File: config.mk
export PLATFORM = sky130hd
export DESIGN_NAME = sriov_cap_regs
export DESIGN_NICKNAME = d
export VERILOG_FILES = /design/src/rtl/sriov_cap_pkg.sv /design/src/rtl/sriov_byte_merge.sv /design/src/rtl/sriov_vf_ctl.sv /design/src/rtl/sriov_rd_mux.sv /design/src/rtl/sriov_cap_regs.sv
export SDC_FILE = /design/constraint.sdc
export NUM_CORES = 1
export LEC_CHECK = 0
export BUFFER_PORTS_ARGS = -buffer_cell sky130_fd_sc_hd__buf_2
export CAP_MARGIN = 10
export CELL_PAD_IN_SITES_DETAIL_PLACEMENT = 0
export CELL_PAD_IN_SITES_GLOBAL_PLACEMENT = 2
export CORE_MARGIN = 4
export CORE_UTILIZATION = 38
export CTS_BUF_LIST = sky130_fd_sc_hd__clkbuf_8
export DETAILED_ROUTE_END_ITERATION = 10
export MAX_ROUTING_LAYER = met4
export PLACE_DENSITY = 0.8
export SLEW_MARGIN = 5
export SYNTH_ARGS = -nofsm -noshare
export SYNTH_HDL_FRONTEND = slang
export SYNTH_HIERARCHICAL = 1
export SYNTH_SLANG_ARGS = --single-unit
File: constraint.sdc
create_clock -name clk -period 3.6 [get_ports clk]
set_clock_uncertainty 0.15 [all_clocks]
set_input_delay 0.72 -clock clk [delete_from_list [all_inputs] [get_ports clk]]
set_output_delay 0.72 -clock clk [all_outputs]
set_load 0.1 [all_outputs]
File: src/rtl/sriov_cap_pkg.sv
package sriov_cap_pkg;
    // window offsets (dwords); the control offset drives enable processing
    localparam int unsigned OFS_CTRL   = 1;
    localparam int unsigned OFS_COUNTS = 2;
    localparam int unsigned OFS_NUMVF  = 3;
    localparam int unsigned OFS_ROUTE  = 4;
    localparam int unsigned OFS_DEVID  = 5;
    localparam int unsigned OFS_SUPPG  = 6;
    localparam int unsigned OFS_SYSPG  = 7;

    localparam int unsigned BIT_VFE = 0;
    localparam int unsigned BIT_MSE = 3;
    localparam int unsigned BIT_ARI = 4;

    localparam int unsigned FW = 16;   // field width
    localparam int unsigned DW = 32;   // port data width

    localparam logic [FW-1:0] CTRL_WMASK = (FW'(1) << BIT_VFE) | (FW'(1) << BIT_MSE)
                                         | (FW'(1) << BIT_ARI);
    localparam logic [FW-1:0] PG_MIN     = 16'h0553;
    localparam logic [FW-1:0] PG_RESET   = 16'h0001;

    typedef struct packed {
        logic [FW-1:0] ctrl;
        logic [FW-1:0] num_vf;
        logic [FW-1:0] sys_pg;
        logic          active;
        logic [FW-1:0] act_cnt;
        logic [DW-1:0] rdata;
    } regs_t;
endpackage

File: src/rtl/sriov_byte_merge.sv
module sriov_byte_merge #(
    parameter int unsigned NBYTES = 4
) (
    input  logic [8*NBYTES-1:0] old_val,
    input  logic [8*NBYTES-1:0] new_val,
    input  logic [8*NBYTES-1:0] wmask,
    input  logic [NBYTES-1:0]   be,
    output logic [8*NBYTES-1:0] merged
);
    for (genvar b = 0; b < NBYTES; b++) begin : g_byte
        assign merged[8*b +: 8] = be[b]
            ? ((old_val[8*b +: 8] & ~wmask[8*b +: 8]) | (new_val[8*b +: 8] & wmask[8*b +: 8]))
            : old_val[8*b +: 8];
    end
endmodule

File: src/rtl/sriov_vf_ctl.sv
module sriov_vf_ctl
    import sriov_cap_pkg::*;
(
    input  logic          ctrl_wr,
    input  logic          vfe_bit,
    input  logic          active_q,
    input  logic [FW-1:0] cnt_q,
    input  logic [FW-1:0] num_vf_q,
    input  logic [FW-1:0] total_vfs,
    output logic          active_d,
    output logic [FW-1:0] cnt_d
);
    always_comb begin
        active_d = active_q;
        cnt_d    = cnt_q;
        if (ctrl_wr) begin
            if (active_q) begin
                if (!vfe_bit) begin
                    active_d = 1'b0;
                    cnt_d    = '0;
                end
            end else if (vfe_bit && (num_vf_q <= total_vfs)) begin
                active_d = 1'b1;
                cnt_d    = num_vf_q;
            end
        end
    end
endmodule

File: src/rtl/sriov_rd_mux.sv
module sriov_rd_mux
    import sriov_cap_pkg::*;
#(
    parameter int unsigned OFS_W = 4
) (
    input  logic             in_win,
    input  logic [OFS_W-1:0] ofs,
    input  logic [FW-1:0]    ctrl,
    input  logic [FW-1:0]    init_vfs,
    input  logic [FW-1:0]    total_vfs,
    input  logic [FW-1:0]    num_vf,
    input  logic [FW-1:0]    route_ofs,
    input  logic [FW-1:0]    route_stride,
    input  logic [FW-1:0]    dev_id,
    input  logic [FW-1:0]    sup_pg,
    input  logic [FW-1:0]    sys_pg,
    output logic [DW-1:0]    data
);
    always_comb begin
        data = '0;
        if (in_win) begin
            unique case (int'(ofs))
                OFS_CTRL:   data = {16'h0, ctrl};
                OFS_COUNTS: data = {total_vfs, init_vfs};
                OFS_NUMVF:  data = {16'h0, num_vf};
                OFS_ROUTE:  data = {route_stride, route_ofs};
                OFS_DEVID:  data = {dev_id, 16'h0};
                OFS_SUPPG:  data = {16'h0, sup_pg};
                OFS_SYSPG:  data = {16'h0, sys_pg};
                default:    data = '0;
            endcase
        end
    end
endmodule

File: src/rtl/sriov_cap_regs.sv
module sriov_cap_regs
    import sriov_cap_pkg::*;
#(
    parameter int unsigned   ADDR_W    = 10,
    parameter int unsigned   CAP_BASE  = 64,
    parameter int unsigned   CAP_DW    = 16,
    parameter logic [15:0]   INIT_VFS  = 16'd4,
    parameter logic [15:0]   VF_OFFSET = 16'd1,
    parameter logic [15:0]   VF_STRIDE = 16'd2,
    parameter logic [15:0]   VF_DEVID  = 16'h1235
) (
    input  logic              clk,
    input  logic              rst_n,
    input  logic              cfg_wr,
    input  logic              cfg_rd,
    input  logic [ADDR_W-1:0] cfg_addr,
    input  logic [3:0]        cfg_be,
    input  logic [31:0]       cfg_wdata,
    output logic [31:0]       cfg_rdata,
    input  logic [15:0]       total_vfs,
    input  logic [15:0]       opt_pgsz,
    output logic              vf_enabled,
    output logic [15:0]       vf_active_cnt
);
    localparam int unsigned OFS_W = $clog2(CAP_DW);
    localparam int unsigned NBYTE = DW / 8;

    regs_t r_q, r_d;

    // window decode
    logic [ADDR_W:0]  rel;
    logic             in_win;
    logic [OFS_W-1:0] ofs;
    assign rel    = {1'b0, cfg_addr} - (ADDR_W+1)'(CAP_BASE);
    assign in_win = !rel[ADDR_W] && (rel < (ADDR_W+1)'(CAP_DW));
    assign ofs    = rel[OFS_W-1:0];

    logic wr_ctrl, wr_numvf, wr_syspg;
    assign wr_ctrl  = cfg_wr && in_win && (ofs == OFS_W'(OFS_CTRL));
    assign wr_numvf = cfg_wr && in_win && (ofs == OFS_W'(OFS_NUMVF));
    assign wr_syspg = cfg_wr && in_win && (ofs == OFS_W'(OFS_SYSPG));

    logic [FW-1:0] sup_pg;
    assign sup_pg = PG_MIN | opt_pgsz;

    logic [DW-1:0] ctrl_m, numvf_m, syspg_m;

    sriov_byte_merge #(.NBYTES(NBYTE)) u_merge_ctrl (
        .old_val ({16'h0, r_q.ctrl}),
        .new_val (cfg_wdata),
        .wmask   ({16'h0, CTRL_WMASK}),
        .be      (cfg_be),
        .merged  (ctrl_m)
    );

    sriov_byte_merge #(.NBYTES(NBYTE)) u_merge_numvf (
        .old_val ({16'h0, r_q.num_vf}),
        .new_val (cfg_wdata),
        .wmask   ({16'h0, 16'hFFFF}),
        .be      (cfg_be),
        .merged  (numvf_m)
    );

    sriov_byte_merge #(.NBYTES(NBYTE)) u_merge_syspg (
        .old_val ({16'h0, r_q.sys_pg}),
        .new_val (cfg_wdata),
        .wmask   ({16'h0, sup_pg}),
        .be      (cfg_be),
        .merged  (syspg_m)
    );

    logic          act_d;
    logic [FW-1:0] cnt_d;

    sriov_vf_ctl u_vf_ctl (
        .ctrl_wr   (wr_ctrl && cfg_be[0]),
        .vfe_bit   (cfg_wdata[BIT_VFE]),
        .active_q  (r_q.active),
        .cnt_q     (r_q.act_cnt),
        .num_vf_q  (r_q.num_vf),
        .total_vfs (total_vfs),
        .active_d  (act_d),
        .cnt_d     (cnt_d)
    );

    logic [DW-1:0] rd_val;

    sriov_rd_mux #(.OFS_W(OFS_W)) u_rd_mux (
        .in_win       (in_win),
        .ofs          (ofs),
        .ctrl         (r_q.ctrl),
        .init_vfs     (INIT_VFS),
        .total_vfs    (total_vfs),
        .num_vf       (r_q.num_vf),
        .route_ofs    (VF_OFFSET),
        .route_stride (VF_STRIDE),
        .dev_id       (VF_DEVID),
        .sup_pg       (sup_pg),
        .sys_pg       (r_q.sys_pg),
        .data         (rd_val)
    );

    always_comb begin
        r_d         = r_q;
        r_d.active  = act_d;
        r_d.act_cnt = cnt_d;
        if (wr_ctrl)  r_d.ctrl   = ctrl_m[FW-1:0];
        if (wr_numvf) r_d.num_vf = numvf_m[FW-1:0];
        if (wr_syspg) r_d.sys_pg = syspg_m[FW-1:0];
        if (cfg_rd)   r_d.rdata  = rd_val;
    end

    always_ff @(posedge clk or negedge rst_n) begin
        if (!rst_n) begin
            r_q        <= '0;
            r_q.sys_pg <= PG_RESET;
        end else begin
            r_q <= r_d;
        end
    end

    assign cfg_rdata     = r_q.rdata;
    assign vf_enabled    = r_q.active;
    assign vf_active_cnt = r_q.act_cnt;
endmodule

==> results_dict.tcl, run 1 <==
set metrics [dict create \
    cts.htree.levels 3 \
    layout_setup_ws_ps 722 \
    ff_latch_area_um2 2430 \
    clock_latency_ps 400 \
    num_vias 5161 \
    start_util_pct 39.3 \
    regToRegStartpoint "r_q[80]" \
    die_h_um 145 \
    remaining_drc_errors 0 \
    drive_gt1_share_pct 36.5 \
    grt_first_pass_wirelength_um 30800 \
    cts_resized 0 \
    die_w_um 145 \
    grt_pass1_vias 5460 \
    port-buffer-count 106 \
    fin_cells 1045 \
    powerDensity_nw_per_um2 270 \
    core-area_um2 18300 \
    worstRegToRegCells 7 \
    crit_path_end_kind "flip-flop" \
    num_io_pins 131 \
    p_leak_uw 0.00420 \
    setup_viol_count_final 0 \
    gp_congestion 0.786 \
    multiInputGateArea_um2 4380 \
    hold_buffers 0 \
    syn_avg_cell_area_um2 10.9 \
    status "finished, final reports clean" \
    clk_path_buf_depth 2 \
    rsz0062_at_grt "no" \
    setup.worst_path.class "in2reg" \
    fin_crit_ps 2880 \
    dr.pass1.iters 6 \
    final_max_slew_viol_count 0 \
    worst_slew_pin_slew_ps 834 \
    cts_tree "yes" \
    hold_class "in2async" \
    grt_remaining_overflow 0 \
    grtUsageTotal_pct 18.9 \
    cap_violations 0 \
    ir_worst_vdd_uv 150 \
    numCtsBuffers 9 \
    viasPerCell 4.94 \
    fmax_ghz 0.347 \
    drtIter0Drc 348 \
    dp_cells 1029 \
    postCtsSetupBuffers 0 \
    rows 49 \
    slew_headroom_pct 44.4 \
    wl_per_cell_um 18.3 \
    critPathLaunch "cfg_addr[6]" \
    period_share_pct 80.0 \
    start_kind "input pin" \
    netlist_area_um2 7180 \
    ys_warn_count 6 \
    dp.final_hpwl_um 13700 \
    area_delta_synth_final_pct 13.1 \
    final_hold_viol_count 0 \
    cts_root_buf "clkbuf_8" \
    num-nets-final 910 \
    ant_nets 0 \
    cts_num_sinks 97 \
    reg2reg_to "vf_active_cnt[11]" \
    clkTransAtPathRegs_ps 100 \
    syn_inst 656 \
    cp.arrival_ps 3060 \
    diodes 0 \
    cp_max_fo 22 \
    place_ws_ps 290 \
    antenna_found_initial 0 \
    cp.required_ps 3780 \
    n_fill_cell 1785 \
    ff2ff_setup_slack_ps 840 \
    die_area_um2 21100 \
    fin_setup_tns_ps 0 \
    routed_wl_um 19100 \
    grt_max_degree 63 \
]
[layout by cell type, fill, tap and decap left out, drive strengths merged, types with 19 or more instances in the layout]
master,n
buf,125
nand2,80
conb,108
dfrtp,96
and3b,21
mux2,137
mux2i,19
inv,38
a21oi,22
[where the power goes]
part	switching, uW	internal, uW	leakage (uW)	total [uW]
Sequential	3.48	1090	0.00133	1100
Combinational	199	140	0.00279	339
Clock	434	320	0.0000912	754
Total	636	1550	0.00420	2190
[sequential cells by signal, indices dropped and copies added (netlist names)]
register and flops:
cfg_rdata 32, r_q 48, vf_enabled 1, vf_active_cnt 16
[metrics by stage]
step                      cell area, um^2  utilization, %  power, uW  hold WS [ps]
after floorplan                      7570               -       1340           274
after global placement               7920            43.4       1450           336
after detailed placement             7920            43.4       1460           341
after CTS                            8120            44.4       2220           135
after global routing                 8120            44.4       2290           161
final                                8120            44.4       2190           133
[critical path, stage by stage]
cell and delay [ps]:
buf_2 80, inv_1 40, ha_1 190, xor2_1 250
or3b_2 530, nor2_1 210, o311ai_4 290, buf_4 330
a31oi_1 230, mux2_2 190
[layout make-up]
type	count	share of cell area [%]
multi-input combinational	540	53.9
clock buffer	9	1.53
tap	229	3.53
inverter	38	1.76
sequential	97	29.9
clock inverter	7	0.878
timing repair buffer	125	8.48
[worst max path at each step]
| stage | slack (ps) | cells after the start | endpoint |
|---|---|---|---|
| after floorplan | 450 | 9 | vf_active_cnt[10] |
| after global placement | 320 | 10 | cfg_rdata[15] |
| after detailed placement | 290 | 10 | cfg_rdata[15] |
| after CTS | 710 | 10 | cfg_rdata[15] |
| after global routing | 560 | 11 | vf_active_cnt[10] |
| final | 720 | 10 | cfg_rdata[15] |
[layer usage]
| layer | global-route usage, % | up-vias | routed length (um) |
|---|---|---|---|
| met5 | - | - | 0 |
| met4 | 6.08 | 0 | 422 |
| met3 | 3.33 | 24 | 753 |
| met2 | 30.0 | 107 | 8900 |
| met1 | 24.7 | 2535 | 9030 |
| li1 | - | 2495 | - |
Power figures use the tool's default switching activity.
==> run 2: changes to the inputs <==
Settings changed: CORE_UTILIZATION 38 to 35, PLACE_DENSITY 0.8 to 0.78.
Clock period 3.6 ns to 2.6 ns, I/O delays scaled along.
==> run 2 against run 1 <==
- non-clock buffer count rose by 37
- count of clock-buffer cells in the layout is 1 higher
- design area increased by 6.8%
- sequential power increased by 38%
- combinational power rose by 50%
- critical endpoint is now vf_active_cnt[5]
- critical path depth is 2 lower
- largest power group unchanged
- register-to-register slack worse by 810 ps
- setup slack got worse by 700 ps
- utilization shrank 1.4 points
- worst hold slack got worse by 130 ps
- final cell count up 7.6%
==> results_dict.tcl, run 2 (synthesis results as in run 1) <==
set metrics [dict create \
    worstRegToRegCells 8 \
    cts_num_sinks 97 \
    clk_path_buf_depth 2 \
    finalInstanceArea_um2 8670 \
    cts.htree.levels 3 \
    largest_reg_flops 48 \
    numCtsBuffers 9 \
    cpPeakStageDelay_ps 520 \
    clock_latency_ps 390 \
    crit_path_end_kind "flip-flop" \
    clkTransAtPathRegs_ps 100 \
    viasPerCell 4.69 \
    path_buf_inv 1 \
    path_delay_family "simple AND/OR/NAND/NOR gates" \
    status "finished, final reports clean" \
    final_max_slew_viol_count 0 \
    hold_class "in2async" \
    remaining_drc_errors 0 \
    ant_nets 0 \
    dr.pass1.iters 4 \
    powerDensity_nw_per_um2 355 \
    ir_worst_vdd_uv 238 \
    cp_slowest_cell "or4_4" \
    final_hold_viol_count 0 \
    worst_slew_pin_slew_ps 649 \
    core-area_um2 20200 \
    most-common-layout-cells "conb_1, buf_2, dfrtp_1" \
    area_delta_synth_final_pct 20.9 \
    critical_path_cell_count 8 \
    grt_first_pass_wirelength_um 30300 \
    die_h_um 151 \
    cts_root_buf "clkbuf_8" \
    grt_remaining_overflow 0 \
    grt_pass1_vias 5455 \
    fin_crit_ps 2570 \
    top_register "r_q" \
    num_vias 5271 \
    cts_tree "yes" \
    num-nets-final 947 \
    drt-met1-wl_um 8570 \
    dr_wl_met3_um 794 \
    fmax_ghz 0.389 \
    dr_wl_met2_um 9840 \
    place_ws_ps -200 \
    antenna_found_initial 0 \
    critPathCapture "vf_active_cnt[5]" \
    die_w_um 151 \
    num_io_pins 131 \
    dp.final_hpwl_um 14600 \
    start_kind "flip-flop" \
    highest_layer "met4" \
    rows 52 \
    hold_buffers 0 \
    wl_per_cell_um 17.4 \
    layout_setup_ws_ps 26.2 \
    port-buffer-count 106 \
    cp.arrival_ps 2740 \
    period_share_pct 99.0 \
    final_common_cell "conb_1" \
    ff2ff_setup_slack_ps 30 \
    cp.required_ps 2760 \
    p_leak_uw 0.00441 \
    critPathLaunch "r_q[78]" \
    rsz0062_at_grt "yes" \
    drtIter0Drc 174 \
    gp_congestion 0.774 \
    setup_viol_count_final 0 \
    start_util_pct 35.6 \
    grt_max_degree 58 \
    grtUsageTotal_pct 17.9 \
    crit_path_cell_trace "ha_4 -> nand4_4 -> nor2_1 -> or4_4 -> a211o_1 -> a21oi_4 -> clkbuf_16 -> mux2i_1" \
    drive_gt1_share_pct 41.1 \
    regToRegStartpoint "r_q[78]" \
    setup.worst_path.class "reg2reg" \
    die_area_um2 22900 \
    reg2reg_to "vf_active_cnt[5]" \
    slew_headroom_pct 56.1 \
    routed_wl_um 19500 \
    cap_violations 0 \
    cp_max_fo 6 \
    place_area_um2 8390 \
]
-- run 2: cell count changes in the layout (fill, tap and decap cells not counted), moves of 3 or more --
cell    delta
buf_12     +5
buf_4     +30
ha_1       -7
ha_4       +6
inv_2      +3
-- run 2: worst reg2reg max path: stages (launching register included) --
cell	delay, ps
dfrtp_1	430
ha_4	270
nand4_4	90
nor2_1	50
or4_4	520
a211o_1	350
a21oi_4	250
clkbuf_16	210
mux2i_1	180
-- run 2: final cells by class --
type                    count  area (um^2)
repair buffers            162         1050
clock inverters             6         66.3
inverters                  38          143
diodes                      1         2.50
clock buffers              10          138
well taps                 270          338
fillers                  2030        11500
multi-input cells         540         4510
flip-flops and latches     97         2430
-- run 2: per-stage QoR --
step / instances / utilization (%) / power, uW / hold slack (ps) / setup TNS [ps]
2_1_floorplan: 762 / - / 1870 / 74.4 / 0
3_3_place_gp: 1103 / 41.6 / 2040 / 335 / -3360
3_5_place_dp: 1103 / 41.6 / 2050 / 341 / -6270
4_1_cts: 1119 / 42.6 / 3130 / 10.9 / 0
5_1_grt: 1123 / 43.0 / 3240 / 26.5 / -180
6_report: 1124 / 43.0 / 3080 / 2.87 / 0
-- run 2: how the worst min path moves through the flow --
stage / depth (start not counted) / start / end
after floorplan: 0 / rst_n / cfg_rdata[0]
after CTS: 1 / rst_n / r_q[91]
after global placement: 1 / cfg_rdata[22] / cfg_rdata[22]
after detailed placement: 1 / cfg_rdata[9] / cfg_rdata[9]
after global routing: 1 / rst_n / r_q[91]
final: 1 / rst_n / r_q[91]
-- run 2: timing repair --
action,4_1_cts,5_1_grt
resized for setup,0,7
endpoints found under the hold margin,0,0
endpoints found under the setup margin,0,15
setup buffers,0,3
-- run 2: where the power goes --
group / switching, uW / internal [uW] / leakage (uW) / total (uW)
registers: 5.02 / 1510 / 0.00132 / 1520
clock network: 583 / 473 / 0.000100 / 1060
logic: 282 / 225 / 0.00299 / 507
total: 870 / 2210 / 0.00441 / 3080
-- run 2: layer usage --
layer | global-route usage (%) | up-vias
li1 | - | 2559
met4 | 4.81 | 0
met3 | 2.99 | 16
met1 | 22.1 | 2613
met2 | 30.5 | 83
met5 | - | -
==> run 3: changes to the inputs <==
Settings changed: CORE_UTILIZATION 35 to 38, PLACE_DENSITY 0.78 to 0.8.
Clock period 2.6 ns to 2.4 ns, I/O delays scaled along.
==> run 3 against run 2 <==
- the run now ends with setup timing left
- first-iteration DRC count is 8.6% lower
- largest cell class unchanged
- maximum frequency rose by 2.5%
- count of clock-buffer cells in the layout increased by 1
- via count grew 0.55%
- setup slack got worse by 140 ps
- highest routed layer unchanged
- utilization increased by 5.0 points
- global-route usage is 1.2 points higher
- non-clock buffer count up 2
- critical path depth did not move
- clock power about the same
==> results_dict.tcl, run 3 (synthesis results as in run 1) <==
set metrics [dict create \
    die_h_um 145 \
    largest_reg_flops 48 \
    ff_latch_area_um2 2430 \
    gp_congestion 0.810 \
    p_leak_uw 0.00445 \
    holdWs_ps 330 \
    n_fill_cell 1740 \
    cp.required_ps 2570 \
    cp.arrival_ps 2680 \
    rsz0062_at_grt "yes" \
    clock_latency_ps 390 \
    top_register "r_q" \
    status "finished with violations" \
    routed_wl_um 19600 \
    layout_setup_ws_ps -110 \
    num_vias 5300 \
    cts_num_sinks 97 \
    area_delta_synth_final_pct 22.3 \
    setup.worst_path.class "reg2reg" \
    viasPerCell 4.88 \
    core-area_um2 18300 \
    grt_remaining_overflow 0 \
    powerDensity_nw_per_um2 373 \
    die_w_um 145 \
    multiInputGateArea_um2 4590 \
    cts_tree "yes" \
    violations "setup timing" \
    num_io_pins 131 \
    most-common-layout-cells "conb_1, buf_2, dfrtp_1" \
    dr.pass1.iters 4 \
    ir_worst_vdd_uv 325 \
    ant_nets 0 \
    slew_headroom_pct 49.9 \
    start_kind "flip-flop" \
    cp_max_fo 6 \
    num-nets-final 949 \
    drive_gt1_share_pct 42.9 \
    cpPeakStageDelay_ps 530 \
    final_hold_viol_count 0 \
    totalPowerFinal_uw 3270 \
    numCtsBuffers 9 \
    setup_viol_count_final 16 \
    path_delay_family "compound AO/OA/AOI/OAI gates" \
    drtIter0Drc 159 \
    crit_path_end_kind "flip-flop" \
    rows 49 \
    grt_first_pass_wirelength_um 31000 \
    fmax_ghz 0.398 \
    period_share_pct 105 \
    cts.htree.levels 3 \
    final_common_cell "conb_1" \
    grt_pass1_vias 5654 \
    cap_violations 0 \
    grt_max_degree 49 \
    hold_class "in2reg" \
    fin_crit_ps 2510 \
    grtUsageTotal_pct 19.1 \
    path_buf_inv 1 \
    remaining_drc_errors 0 \
    start_util_pct 39.3 \
    worst_slew_pin_slew_ps 740 \
    cts_root_buf "clkbuf_8" \
    crit_path_cell_trace "ha_4 -> a21oi_2 -> nor2_1 -> or4_4 -> a211o_4 -> a21oi_4 -> buf_12 -> mux2i_1" \
    port-buffer-count 106 \
    final_max_slew_viol_count 0 \
    cp_slowest_cell "or4_4" \
    clk_path_buf_depth 2 \
    wl_per_cell_um 18.1 \
    antenna_found_initial 1 \
    clkTransAtPathRegs_ps 100 \
    die_area_um2 21100 \
    dp.final_hpwl_um 14300 \
    place_ws_ps -388 \
]
-- run 3: changes by cell type in the layout (fill, tap and decap cells not counted), moves of 2 or more --
cell	change
buf_6	+2
inv_1	-6
o2bb2ai_1	-5
clkinv_2	+3
buf_4	-5
o2bb2ai_2	+5
buf_12	+5
inv_8	+2
inv_2	+2
-- run 3: final timing paths --
path | from | end | slack [ps] | cells after the start
setup / recovery | r_q[76] | vf_active_cnt[5] | -110 | 8
hold / removal | cfg_wdata[7] | r_q[56] | 330 | 3
setup reg to reg | r_q[76] | vf_active_cnt[5] | -110 | 8
hold reg to reg | cfg_rdata[29] | cfg_rdata[29] | 360 | 1
max in group asynchronous | rst_n | cfg_rdata[18] | 990 | 3
min in group asynchronous | rst_n | vf_active_cnt[11] | 410 | 2
-- run 3: timing repair --
action                     4_1_cts  5_1_grt
gates resized for setup          9        7
cloned                           1        0
hold buffers                     1        0
pin swaps                        6        3
setup endpoints to repair       16       22
hold endpoints to repair        24        0
setup buffers                    2        0
-- run 3: area by class of cell --
class | instances | area share, %
antenna | 1 | 0.0285
clock buffer | 11 | 1.73
clock inverter | 5 | 0.342
inverter | 38 | 1.85
multi-input combinational | 540 | 52.3
sequential | 97 | 27.7
tap | 229 | 3.27
timing repair buffer | 164 | 12.8
-- run 3: through the flow --
| step | utilization, % | instances | instance area, um^2 | setup TNS (ps) |
|---|---|---|---|---|
| after detailed placement | 46.4 | 1065 | 8470 | -19730 |
| after floorplan | - | 762 | 7750 | -805 |
| after CTS | 48.0 | 1085 | 8760 | -2070 |
| after global routing | 48.0 | 1085 | 8770 | -2640 |
| after global placement | 46.4 | 1065 | 8470 | -15680 |
| final | 48.0 | 1085 | 8770 | -1160 |
-- run 3: routing by layer --
| metal | global-route usage (%) | wire length, um | vias to the layer above |
|---|---|---|---|
| li1 | - | - | 2571 |
| met1 | 22.8 | 8480 | 2627 |
| met2 | 34.1 | 10100 | 93 |
| met3 | 3.27 | 860 | 9 |
| met4 | 3.99 | 150 | 0 |
| met5 | - | 0 | - |
-- run 3: power by group --
part           internal [uW]  switching, uW
Combinational            256            317
Clock                    429            628
Sequential              1640           5.25
Total                   2320            950
-- run 3: worst min-delay path, delay by kind of cell --
kind / cells / cell delay, ps
multiplexers: 2 / 270
buffers and inverters: 1 / 100
